<file path="config.mk">
export PLATFORM = sky130hd
export DESIGN_NAME = flash_guard
export DESIGN_NICKNAME = d
export VERILOG_FILES = /design/src/rtl/fg_pkg.sv /design/src/rtl/fg_decode.sv /design/src/rtl/fg_range.sv /design/src/rtl/fg_ctrl.sv /design/src/rtl/flash_guard.sv
export SDC_FILE = /design/constraint.sdc
export NUM_CORES = 1
export LEC_CHECK = 0
export BUFFER_PORTS_ARGS = -buffer_cell sky130_fd_sc_hd__buf_2
export CAP_MARGIN = 30
export CELL_PAD_IN_SITES_DETAIL_PLACEMENT = 1
export CELL_PAD_IN_SITES_GLOBAL_PLACEMENT = 2
export CORE_UTILIZATION = 28
export CTS_CLUSTER_DIAMETER = 150
export DETAILED_ROUTE_END_ITERATION = 12
export PLACE_DENSITY_LB_ADDON = 0.1
export SLEW_MARGIN = 25
export SYNTH_ARGS = -nofsm -noshare
export SYNTH_HDL_FRONTEND = slang
export SYNTH_SLANG_ARGS = --single-unit
</file>
<file path="constraint.sdc">
create_clock -name clk -period 2.9 [get_ports clk]
set_input_delay 0.58 -clock clk [delete_from_list [all_inputs] [get_ports clk]]
set_output_delay 0.58 -clock clk [all_outputs]
set_load 0.01 [all_outputs]
</file>
<file path="src/rtl/fg_pkg.sv">
package fg_pkg;

  localparam logic [7:0] OP_WREN   = 8'h06;
  localparam logic [7:0] OP_WRDI   = 8'h04;
  localparam logic [7:0] OP_WRSR   = 8'h01;
  localparam logic [7:0] OP_PP     = 8'h02;
  localparam logic [7:0] OP_SE     = 8'h20;
  localparam logic [7:0] OP_BE     = 8'hD8;
  localparam logic [7:0] OP_CE     = 8'hC7;
  localparam logic [7:0] OP_SEC_ER = 8'h44;
  localparam logic [7:0] OP_SEC_PG = 8'h42;
  localparam logic [7:0] OP_SLEEP  = 8'hB9;
  localparam logic [7:0] OP_WAKE   = 8'hAB;

  typedef enum logic [3:0] {
    K_NONE,
    K_ENABLE,
    K_DISABLE,
    K_STATUS,
    K_RANGED,
    K_WHOLE,
    K_SECREG,
    K_SLEEP,
    K_WAKE
  } fg_kind_e;

  typedef struct packed {
    logic [1:0] srp;
    logic       cmp;
    logic [4:0] bp;
  } fg_stat_t;

endpackage

</file>
<file path="src/rtl/fg_decode.sv">
module fg_decode
  import fg_pkg::*;
(
  input  logic [7:0] op,
  output fg_kind_e   kind
);

  always_comb begin
    case (op)
      OP_WREN:              kind = K_ENABLE;
      OP_WRDI:              kind = K_DISABLE;
      OP_WRSR:              kind = K_STATUS;
      OP_PP, OP_SE, OP_BE:  kind = K_RANGED;
      OP_CE:                kind = K_WHOLE;
      OP_SEC_ER, OP_SEC_PG: kind = K_SECREG;
      OP_SLEEP:             kind = K_SLEEP;
      OP_WAKE:              kind = K_WAKE;
      default:              kind = K_NONE;
    endcase
  end

endmodule

</file>
<file path="src/rtl/fg_range.sv">
module fg_range #(
  parameter int ADDR_W = 19,
  parameter int SEC_W  = 12
) (
  input  logic [4:0]        bp,
  input  logic              cmp,
  input  logic [ADDR_W-1:0] addr,
  output logic              addr_hit,
  output logic              any_prot
);

  localparam int LOGW        = $clog2(ADDR_W + 1);
  localparam int EIGHTH_LOG  = ADDR_W - 3;
  localparam int SMALL_MAX   = SEC_W + 3;
  localparam logic [ADDR_W:0] TOTAL = {1'b1, {ADDR_W{1'b0}}};

  logic            empty, full, at_top;
  logic [LOGW-1:0] size_log;
  logic [ADDR_W:0] size, addr_ext;
  logic            in_low, in_high, raw_hit;

  // code to region: empty, whole, or a power-of-two window at one end
  always_comb begin
    empty    = 1'b0;
    full     = 1'b0;
    at_top   = ~bp[3];
    size_log = LOGW'(SEC_W);
    if (bp[2:0] == 3'b000) begin
      empty = 1'b1;
    end else if (!bp[4]) begin
      if (bp[2]) full = 1'b1;
      else       size_log = LOGW'(EIGHTH_LOG) + LOGW'(bp[1:0]) - LOGW'(1);
    end else begin
      if (bp[2:0] == 3'b111) full = 1'b1;
      else if (bp[2])        size_log = LOGW'(SMALL_MAX);
      else                   size_log = LOGW'(SEC_W) + LOGW'(bp[1:0]) - LOGW'(1);
    end
  end

  always_comb begin
    size     = {{ADDR_W{1'b0}}, 1'b1} << size_log;
    addr_ext = {1'b0, addr};
    in_low   = addr_ext < size;
    in_high  = addr_ext >= (TOTAL - size);
    raw_hit  = full | (~empty & (at_top ? in_high : in_low));
    addr_hit = raw_hit ^ cmp;
    any_prot = cmp ? ~full : ~empty;
  end

endmodule

</file>
<file path="src/rtl/fg_ctrl.sv">
module fg_ctrl
  import fg_pkg::*;
(
  input  logic     clk,
  input  logic     rst_n,
  input  logic     cmd_valid,
  input  fg_kind_e kind,
  input  fg_stat_t wr_data,
  input  logic     wp_n,
  input  logic     addr_hit,
  input  logic     any_prot,
  output logic     wel,
  output fg_stat_t stat,
  output logic     pd,
  output logic     rsp_valid,
  output logic     rsp_accept,
  output logic     exec_stb
);

  logic     wel_q, wel_d;
  fg_stat_t stat_q, stat_d;
  logic     pd_q, pd_d;
  logic     rv_q, rv_d, ra_q, ra_d, ex_q, ex_d;
  logic     blocked;

  always_comb begin
    wel_d   = wel_q;
    stat_d  = stat_q;
    pd_d    = pd_q;
    rv_d    = 1'b0;
    ra_d    = 1'b0;
    ex_d    = 1'b0;
    blocked = ((kind == K_RANGED) && addr_hit) || ((kind == K_WHOLE) && any_prot);
    if (cmd_valid) begin
      if (pd_q) begin
        if (kind == K_WAKE) pd_d = 1'b0;
      end else begin
        case (kind)
          K_ENABLE:  wel_d = 1'b1;
          K_DISABLE: wel_d = 1'b0;
          K_SLEEP:   pd_d  = 1'b1;
          K_STATUS, K_RANGED, K_WHOLE, K_SECREG: begin
            rv_d  = 1'b1;
            wel_d = 1'b0;
            if (wel_q && !blocked) begin
              ra_d = 1'b1;
              ex_d = 1'b1;
              if (kind == K_STATUS) begin
                stat_d.cmp = wr_data.cmp;
                if (wp_n) begin
                  stat_d.bp  = wr_data.bp;
                  stat_d.srp = wr_data.srp;
                end
              end
            end
          end
          default: ;
        endcase
      end
    end
  end

  always_ff @(posedge clk or negedge rst_n) begin
    if (!rst_n) begin
      wel_q  <= 1'b0;
      stat_q <= '0;
      pd_q   <= 1'b0;
      rv_q   <= 1'b0;
      ra_q   <= 1'b0;
      ex_q   <= 1'b0;
    end else begin
      if (cmd_valid) begin
        wel_q  <= wel_d;
        stat_q <= stat_d;
        pd_q   <= pd_d;
      end
      rv_q <= rv_d;
      ra_q <= ra_d;
      ex_q <= ex_d;
    end
  end

  assign wel        = wel_q;
  assign stat       = stat_q;
  assign pd         = pd_q;
  assign rsp_valid  = rv_q;
  assign rsp_accept = ra_q;
  assign exec_stb   = ex_q;


  exec_needs_wel_chk: assert property (@(posedge clk) disable iff (!rst_n)
    exec_stb |-> $past(wel_q));


  wel_dropped_chk: assert property (@(posedge clk) disable iff (!rst_n)
    rsp_valid |-> !wel_q);


  wp_freeze_chk: assert property (@(posedge clk) disable iff (!rst_n)
    !$past(wp_n) |-> ($stable(stat_q.bp) && $stable(stat_q.srp)));


  pd_quiet_chk: assert property (@(posedge clk) disable iff (!rst_n)
    ($past(pd_q) && !($past(cmd_valid) && $past(kind) == K_WAKE))
      |-> (pd_q && !rsp_valid && $stable(stat_q) && $stable(wel_q)));


  exec_is_accept_chk: assert property (@(posedge clk) disable iff (!rst_n)
    exec_stb |-> (rsp_valid && rsp_accept));

endmodule

</file>
<file path="src/rtl/flash_guard.sv">
module flash_guard
  import fg_pkg::*;
#(
  parameter int ADDR_W = 19,
  parameter int SEC_W  = 12
) (
  input  logic              clk,
  input  logic              rst_n,
  input  logic              cmd_valid,
  input  logic [7:0]        cmd_op,
  input  logic [ADDR_W-1:0] cmd_addr,
  input  logic [7:0]        cmd_data,
  input  logic              wp_n,
  output logic              rsp_valid,
  output logic              rsp_accept,
  output logic              exec_stb,
  output logic              stat_wel,
  output logic [4:0]        stat_bp,
  output logic              stat_cmp,
  output logic [1:0]        stat_srp,
  output logic              stat_pd
);

  fg_kind_e kind;
  fg_stat_t stat;
  logic     addr_hit, any_prot;

  fg_decode u_decode (
    .op   (cmd_op),
    .kind (kind)
  );

  fg_range #(.ADDR_W(ADDR_W), .SEC_W(SEC_W)) u_range (
    .bp       (stat.bp),
    .cmp      (stat.cmp),
    .addr     (cmd_addr),
    .addr_hit (addr_hit),
    .any_prot (any_prot)
  );

  fg_ctrl u_ctrl (
    .clk        (clk),
    .rst_n      (rst_n),
    .cmd_valid  (cmd_valid),
    .kind       (kind),
    .wr_data    (fg_stat_t'(cmd_data)),
    .wp_n       (wp_n),
    .addr_hit   (addr_hit),
    .any_prot   (any_prot),
    .wel        (stat_wel),
    .stat       (stat),
    .pd         (stat_pd),
    .rsp_valid  (rsp_valid),
    .rsp_accept (rsp_accept),
    .exec_stb   (exec_stb)
  );

  assign stat_bp  = stat.bp;
  assign stat_cmp = stat.cmp;
  assign stat_srp = stat.srp;

endmodule

</file>
### Word level (Yosys, flattened, before mapping)

Index checks and enable logic that the tools add are counted.

| word-level totals | value |
|---|---|
| flip-flop bits (word level) | 12 |
| latch bits | 0 |
| bits in writable memories | 0 |
| ROM bits | 0 |
| input port bits | 39 |
| output and inout bits | 13 |
| word-level logic and storage cells | 79 |
| memories | 0 |

| operators by class | value |
|---|---|
| add/subtract/negate cells | 5 |
| $mul | 0 |
| divide/modulo/power cells | 0 |
| order comparisons | 2 |
| equality and inequality tests | 20 |
| shift operators | 1 |
| mux-type cells | 24 |
| bitwise gates (word level) | 6 |
| reduce and logical (&&, ||, !) cells | 14 |

Operators with widths:

| operator | count |
|---|---|
| $eq A8 B8 Y1 const B | 4 |
| $pmux W4 S8 | 1 |
| $mux W5 | 5 |
| $ge A19 B20 Y1 | 1 |
| $lt A19 B20 Y1 | 1 |
| $shl A1 B5 Y20 const A | 1 |
| $sub A20 B20 Y20 const A | 1 |
| $mux W1 | 17 |
| $eq A4 B3 Y1 const B | 4 |
| $eq A8 B3 Y1 const B | 2 |
| $eq A8 B7 Y1 const B | 2 |
| $sub A5 B1 Y5 const B | 2 |
| $eq A4 B2 Y1 const B | 2 |
| $eq A8 B1 Y1 const B | 1 |
| $eq A8 B2 Y1 const B | 1 |
| $eq A8 B6 Y1 const B | 1 |
| $reduce_and A6 Y1 | 1 |
| $add A4 B2 Y5 const A | 1 |
| $add A5 B2 Y5 const A | 1 |
| $reduce_and A5 Y1 | 1 |
| $reduce_or A5 Y1 | 1 |
| $eq A4 B1 Y1 const B | 1 |
| $eq A4 B4 Y1 const B | 1 |
| $reduce_or A4 Y1 | 1 |
| other kinds (14) | 18 |

### Depth between registers and ports, before layout

| depth | value |
|---|---|
| depth in word-level cells | 21 |
| depth in mapped cells | 16 |
| gate-level depth less buffers | 15 |

### Modules after synthesis

From an unflattened synthesis, not the netlist that was laid out.

| unflattened totals | value |
|---|---|
| cell total of the unflattened synthesis | 232 |
| area, all modules | 1960.6 µm² |

By module, submodules not included:

| module | instances | cells an instance | area an instance (µm²) | sequential area each (µm²) |
|---|---|---|---|---|
| fg_range | 1 | 164 | 1221.2 | 0.0 |
| fg_ctrl | 1 | 41 | 556.8 | 300.3 |
| fg_decode | 1 | 27 | 182.7 | 0.0 |

### Least setup slack after synthesis

No wires, ideal clock.

| timing | value |
|---|---|
| path type | register -> register |
| start point | register u_ctrl.stat_q, in the netlist u_ctrl.stat[0] |
| end point | register u_ctrl.ra_q (netlist: u_ctrl.rsp_accept) |
| library setup time | 0.096 ns |
| arrival | 3.048 ns |
| data required time | 2.804 ns |
| slack | -0.244 ns |
| cell stages (with the launch flop) | 17 |
| buffers on the path | 1 |
| period minus slack after synthesis | 3.144 ns |
| path through | dfrtp_1 -> inv_1 -> ha_1 -> clkbuf_1 -> o21ai_0 -> nand2_1 -> o21ai_0 -> or2_2 -> xor2_1 -> ha_1 -> nand4_1 -> nor2_1 -> nand2_1 -> a31oi_1 -> a2bb2oi_1 -> a21oi_1 -> a311oi_2 |

| on the way | value |
|---|---|
| cells in the longest elaborated chain, start to end | 21 |
| elaborated cells between the ends (all ways) | 35 |
| those cells by class | add/sub (5); order compare (2); eq/ne (1); shift (1); mux (15); bitwise (5); reduce/logical (6) |

RTL lines:

| item | line | text |
|---|---|---|
| from (decl) | fg_ctrl.sv:21 | `fg_stat_t stat_q, stat_d;` |
| from (signal assigned) | fg_ctrl.sv:74 | `stat_q <= stat_d;` |
| $add A4 B2 Y5 | fg_range.sv:36 | `else size_log = LOGW'(SEC_W) + LOGW'(bp[1:0]) - LOGW'(1);` |
| $sub A5 B1 Y5 | fg_range.sv:36 |  |
| $mux W5 | fg_range.sv:35 | `else if (bp[2]) size_log = LOGW'(SMALL_MAX);` |
| $mux W5 | fg_range.sv:34 | `if (bp[2:0] == 3'b111) full = 1'b1;` |
| $mux W5 | fg_range.sv:30 | `end else if (!bp[4]) begin` |
| $mux W5 | fg_range.sv:28 | `if (bp[2:0] == 3'b000) begin` |
| $shl A1 B5 Y20 | fg_range.sv:41 | `size = {{ADDR_W{1'b0}}, 1'b1} << size_log;` |
| $sub A20 B20 Y20 | fg_range.sv:44 | `in_high = addr_ext >= (TOTAL - size);` |
| [3 not listed] | n/a |  |
| $or A1 B1 Y1 | fg_range.sv:45 | `raw_hit = full \| (~empty & (at_top ? in_high : in_low));` |
| $xor A1 B1 Y1 | fg_range.sv:46 | `addr_hit = raw_hit ^ cmp;` |
| $logic_and A1 B1 Y1 | fg_ctrl.sv:33 | `blocked = ((kind == K_RANGED) && addr_hit) \|\| ((kind == K_WHOLE) && any_prot);` |
| $logic_or A1 B1 Y1 * | fg_ctrl.sv:33 |  |
| $logic_not A1 Y1 * | fg_ctrl.sv:45 | `if (wel_q && !blocked) begin` |
| $logic_and A1 B1 Y1 * | fg_ctrl.sv:45 |  |
| $mux W1 * (4 in a row) | n/a |  |
| via u_ctrl.ex_d | fg_ctrl.sv:23 | `logic rv_q, rv_d, ra_q, ra_d, ex_q, ex_d;` |
| to (signal assigned) | fg_ctrl.sv:78 | `ra_q <= ra_d;` |
| to (decl) | fg_ctrl.sv:23 |  |

Mark *: on every way through the listed nets, which the timed path passes. The rest lies on a longest branch.
A chain may end at the register's enable or synchronous reset.

### Final worst setup path

Ends and elaborated chain as after synthesis.

==> impl_metrics.prom <==
# TYPE chip_impl_metric gauge
chip_impl_metric{name="gr-usage-all-layers",unit="%"} 16.0
chip_impl_metric{name="grt-ovfl-total",unit=""} 0
chip_impl_metric{name="rows",unit=""} 30
chip_impl_metric{name="max-vdd-ir-drop",unit="mV"} 0.127
chip_impl_metric{name="clock_sink_count",unit=""} 12
chip_impl_info{name="worstHoldPathType",value="in2async"} 1
chip_impl_info{name="worst_r2r_startpoint",value="u_ctrl.stat[0]"} 1
chip_impl_metric{name="ctsHtreeMaxLevel",unit=""} 1
chip_impl_info{name="startpoint_type",value="register"} 1
chip_impl_info{name="kind_of_end_point_of_the_critical_path",value="register"} 1
chip_impl_metric{name="drt_iter0_markers",unit=""} 33
chip_impl_info{name="cts.root.buffer_cell",value="sky130_fd_sc_hd__clkbuf_8"} 1
chip_impl_metric{name="wl_per_cell",unit="um"} 13.7
chip_impl_metric{name="final.hold.worst_slack",unit="ps"} 205
chip_impl_metric{name="finClkSkew",unit="ps"} 4.10
chip_impl_metric{name="max_cap_viols",unit=""} 0
chip_impl_info{name="tritoncts",value="yes"} 1
chip_impl_metric{name="power_density",unit="nW/um^2"} 170
chip_impl_metric{name="synth_seq_area_share",unit="%"} 15.0
chip_impl_metric{name="place.gp.congestion",unit=""} 0.773
chip_impl_metric{name="dp_hpwl",unit="mm"} 5.01
chip_impl_metric{name="design.portCount",unit=""} 52
chip_impl_metric{name="hold_viol",unit=""} 0
chip_impl_metric{name="die_height",unit="um"} 86.6
chip_impl_info{name="synth_top_area_cell",value="sky130_fd_sc_hd__ha_1"} 1
chip_impl_metric{name="post-synth-top-area-fraction",unit="%"} 25.6
chip_impl_metric{name="crit_required",unit="ps"} 3050
chip_impl_metric{name="netlist_area",unit="um^2"} 2000
chip_impl_metric{name="ctsHoldBuffers",unit=""} 0
chip_impl_metric{name="worstPathMaxFanout",unit=""} 6
chip_impl_metric{name="ys_seq_elements",unit=""} 12
chip_impl_metric{name="worst_rel_slew_slack",unit="%"} 61.1
chip_impl_info{name="main_area_contributors_after_synthesis",value="sky130_fd_sc_hd__ha_1, sky130_fd_sc_hd__dfrtp_1, sky130_fd_sc_hd__nand2_1, sky130_fd_sc_hd__a21oi_1, sky130_fd_sc_hd__mux2_1"} 1
chip_impl_metric{name="worst_slack",unit="ps"} 76.7
chip_impl_info{name="rsz_0062_raised_after_global_routing",value="yes"} 1
chip_impl_metric{name="post-route-min-period",unit="ps"} 2820
chip_impl_metric{name="num-nets-final",unit=""} 420
chip_impl_metric{name="layout-drive-gt1-share",unit="%"} 42.2
chip_impl_metric{name="post_synth_num_cell_types",unit=""} 53
chip_impl_metric{name="final-max-slew-violation-count",unit=""} 0
chip_impl_info{name="main_flop_type_after_synthesis",value="sky130_fd_sc_hd__dfrtp_1"} 1
chip_impl_metric{name="async_reset_ff_share",unit="%"} 100
chip_impl_metric{name="num_vias",unit=""} 2111
chip_impl_metric{name="drt_drc_violations_left",unit=""} 0
chip_impl_metric{name="arrival",unit="ps"} 2970
chip_impl_metric{name="drtPass1Iterations",unit=""} 3
chip_impl_metric{name="synth.yosys.warnings",unit=""} 0
chip_impl_info{name="timing_worst_setup_path_type",value="reg2reg"} 1
chip_impl_metric{name="io_buffers",unit=""} 51
chip_impl_metric{name="die_w",unit="um"} 86.6
chip_impl_metric{name="antenna_left",unit=""} 0
chip_impl_metric{name="cts-buffers-inserted",unit=""} 3
chip_impl_metric{name="num-fill-cells",unit=""} 865
chip_impl_metric{name="insertion_delay",unit="ps"} 240
chip_impl_metric{name="die_area",unit="um^2"} 7500
chip_impl_metric{name="placed_cells",unit=""} 423
chip_impl_metric{name="core_area",unit="um^2"} 6870
chip_impl_metric{name="setup_viol",unit=""} 0
chip_impl_metric{name="final_clock_period_utilization_by_the_worst_path",unit="%"} 97.4
chip_impl_metric{name="antenna_cells_inserted",unit=""} 0
chip_impl_metric{name="grt_first_pass_wirelength",unit="mm"} 9.65
chip_impl_metric{name="finish.utilization",unit="%"} 42.6
chip_impl_metric{name="max_freq",unit="MHz"} 354
chip_impl_metric{name="layout-area-overhead-vs-synth",unit="%"} 45.9
chip_impl_metric{name="power_leakage",unit="nW"} 1.38
chip_impl_metric{name="count_of_flip_flops_with_a_built_in_enable_after_synthesis",unit=""} 0
chip_impl_metric{name="setup_tns",unit="ps"} 0
chip_impl_metric{name="cts_max_path_buffers",unit=""} 2
chip_impl_metric{name="worst_slew_pin_slew",unit="ps"} 580
chip_impl_metric{name="pin_count_of_the_biggest_net_entering_global_routing",unit=""} 13
chip_impl_metric{name="post_synthesis_mean_instance_area",unit="um^2"} 8.08
chip_impl_metric{name="synthesis.instances",unit=""} 248
chip_impl_metric{name="worst_setup_hold_path_clk_slew",unit="ps"} 50
chip_impl_metric{name="routed_via_density",unit=""} 4.85
chip_impl_metric{name="via_count_of_the_first_global_routing_pass",unit=""} 2081
chip_impl_metric{name="initial_utilization",unit="%"} 29.2
chip_impl_info{name="status",value="completed"} 1
chip_impl_metric{name="preCtsSetupSlack",unit="ps"} -213
chip_impl_info{name="worst_setup_path_startpoint",value="u_ctrl.stat[0]"} 1
chip_impl_metric{name="instances_no_fill",unit=""} 435
chip_impl_metric{name="initial_antenna_violation_count",unit=""} 0
chip_impl_metric{name="postRouteWirelength",unit="mm"} 5.97
[cells in the final DEF (no fill, tap or decap), types with 7 or more instances in the layout]
cell and count:
sky130_fd_sc_hd__dfrtp_1 11, sky130_fd_sc_hd__nand2_2 7, sky130_fd_sc_hd__nand2_1 19, sky130_fd_sc_hd__conb_1 13, sky130_fd_sc_hd__a21oi_1 14, sky130_fd_sc_hd__nor2_1 11
sky130_fd_sc_hd__o21ai_0 8, sky130_fd_sc_hd__buf_2 51, sky130_fd_sc_hd__mux2_1 7, sky130_fd_sc_hd__buf_4 36, sky130_fd_sc_hd__ha_1 35
[final timing paths]
check,to,slack [ps],cells past startpoint
worst max register to register,u_ctrl.rsp_accept,80,14
max in group asynchronous,u_ctrl.stat[0],2470,1
min in group clk,u_ctrl.stat[6],480,1
worst max-delay path,u_ctrl.rsp_accept,80,14
worst min register to register,u_ctrl.stat[6],480,1
worst min-delay path,u_ctrl.stat[6],200,1
[sequential cells by signal (all words and copies together) (netlist names)]
register,flops
u_ctrl.wel,1
u_ctrl.rsp_accept,1
u_ctrl.stat,8
u_ctrl.pd,1
u_ctrl.rsp_valid,1
[per-stage QoR]
step / cell area (um^2) / power (mW)
CTS: 2720 / 0.497
finish: 2930 / 0.498
global route: 2930 / 0.536
detailed placement: 2600 / 0.336
floorplan: 2060 / 0.270
global placement: 2600 / 0.333
[final cells by class]
cell class	instances	area [um^2]	area share (%)
Clock buffer	4	45.0	1.54
Tap cell	96	120	4.11
Inverter	8	32.5	1.11
Multi-Input combinational cell	227	1890	64.6
Sequential cell	12	302	10.3
Timing Repair Buffer	88	537	18.3
[logic make-up after synthesis]
family / after synthesis / synth area share, %
flops: 12 / 15.0
compound gates: 64 / 21.2
other cells: 2 / 0.375
xor+xnor: 8 / 3.50
buf+inv: 20 / 3.93
mux: 9 / 4.99
fa+ha+maj: 41 / 25.6
simple gates: 92 / 25.4
[critical path, cell delays in order, from the launching register on]
cell	delay, ps
sky130_fd_sc_hd__dfrtp_2	390
sky130_fd_sc_hd__inv_4	60
sky130_fd_sc_hd__ha_4	180
sky130_fd_sc_hd__or2_4	280
sky130_fd_sc_hd__buf_4	160
sky130_fd_sc_hd__nor2_4	90
sky130_fd_sc_hd__buf_4	120
sky130_fd_sc_hd__buf_4	100
sky130_fd_sc_hd__nand2_2	70
sky130_fd_sc_hd__ha_4	280
sky130_fd_sc_hd__and4_4	220
sky130_fd_sc_hd__o211ai_1	100
sky130_fd_sc_hd__a211o_1	340
sky130_fd_sc_hd__buf_4	140
sky130_fd_sc_hd__a311oi_2	210
[cell usage after synthesis, types with 2 or more instances]
cell / n
sky130_fd_sc_hd__and4_1: 2
sky130_fd_sc_hd__o2111ai_1: 2
sky130_fd_sc_hd__nor2_4: 2
sky130_fd_sc_hd__or2_2: 2
sky130_fd_sc_hd__mux2_1: 7
sky130_fd_sc_hd__a311o_1: 2
sky130_fd_sc_hd__nor3_1: 3
sky130_fd_sc_hd__a211oi_1: 3
sky130_fd_sc_hd__dfrtp_1: 12
sky130_fd_sc_hd__nand4_1: 5
sky130_fd_sc_hd__o211ai_1: 3
sky130_fd_sc_hd__nand3_1: 6
sky130_fd_sc_hd__nor2_1: 17
sky130_fd_sc_hd__a21o_1: 6
sky130_fd_sc_hd__inv_1: 8
sky130_fd_sc_hd__o21a_1: 4
sky130_fd_sc_hd__nand2b_1: 5
sky130_fd_sc_hd__or4_1: 2
sky130_fd_sc_hd__nor3b_1: 2
sky130_fd_sc_hd__nor2b_1: 3
sky130_fd_sc_hd__nand2_1: 26
sky130_fd_sc_hd__nand3b_1: 3
sky130_fd_sc_hd__ha_1: 41
sky130_fd_sc_hd__a21oi_1: 17
sky130_fd_sc_hd__xor2_1: 4
sky130_fd_sc_hd__nor4_1: 4
sky130_fd_sc_hd__a31oi_1: 2
sky130_fd_sc_hd__conb_1: 2
sky130_fd_sc_hd__a211o_1: 2
sky130_fd_sc_hd__a221oi_1: 2
sky130_fd_sc_hd__clkbuf_1: 11
sky130_fd_sc_hd__o21ai_0: 14
sky130_fd_sc_hd__xnor2_1: 4
[timing repair]
item | in CTS | in global routing
pin swaps | 5 | 30
setup buffers | 3 | 7
endpoints found under the setup margin | 1 | 1
gates resized for setup | 16 | 41
[power by group]
group,leakage (nW),internal [mW],switching [mW],total (mW)
clock network,0.0228,0.0966,0.0580,0.155
registers,0.161,0.170,0.00240,0.173
logic,1.20,0.0796,0.0912,0.171
total,1.38,0.346,0.152,0.498
[metal layers]
metal,GRT usage (%),vias to the layer above,part of all wire [%]
met1,21.9,989,48
met5,0,-,0
met3,1.43,2,1.5
met2,28.4,26,50
li1,-,1094,-
met4,0.909,0,0.35
No activity file was read; power rests on OpenSTA's default activity.
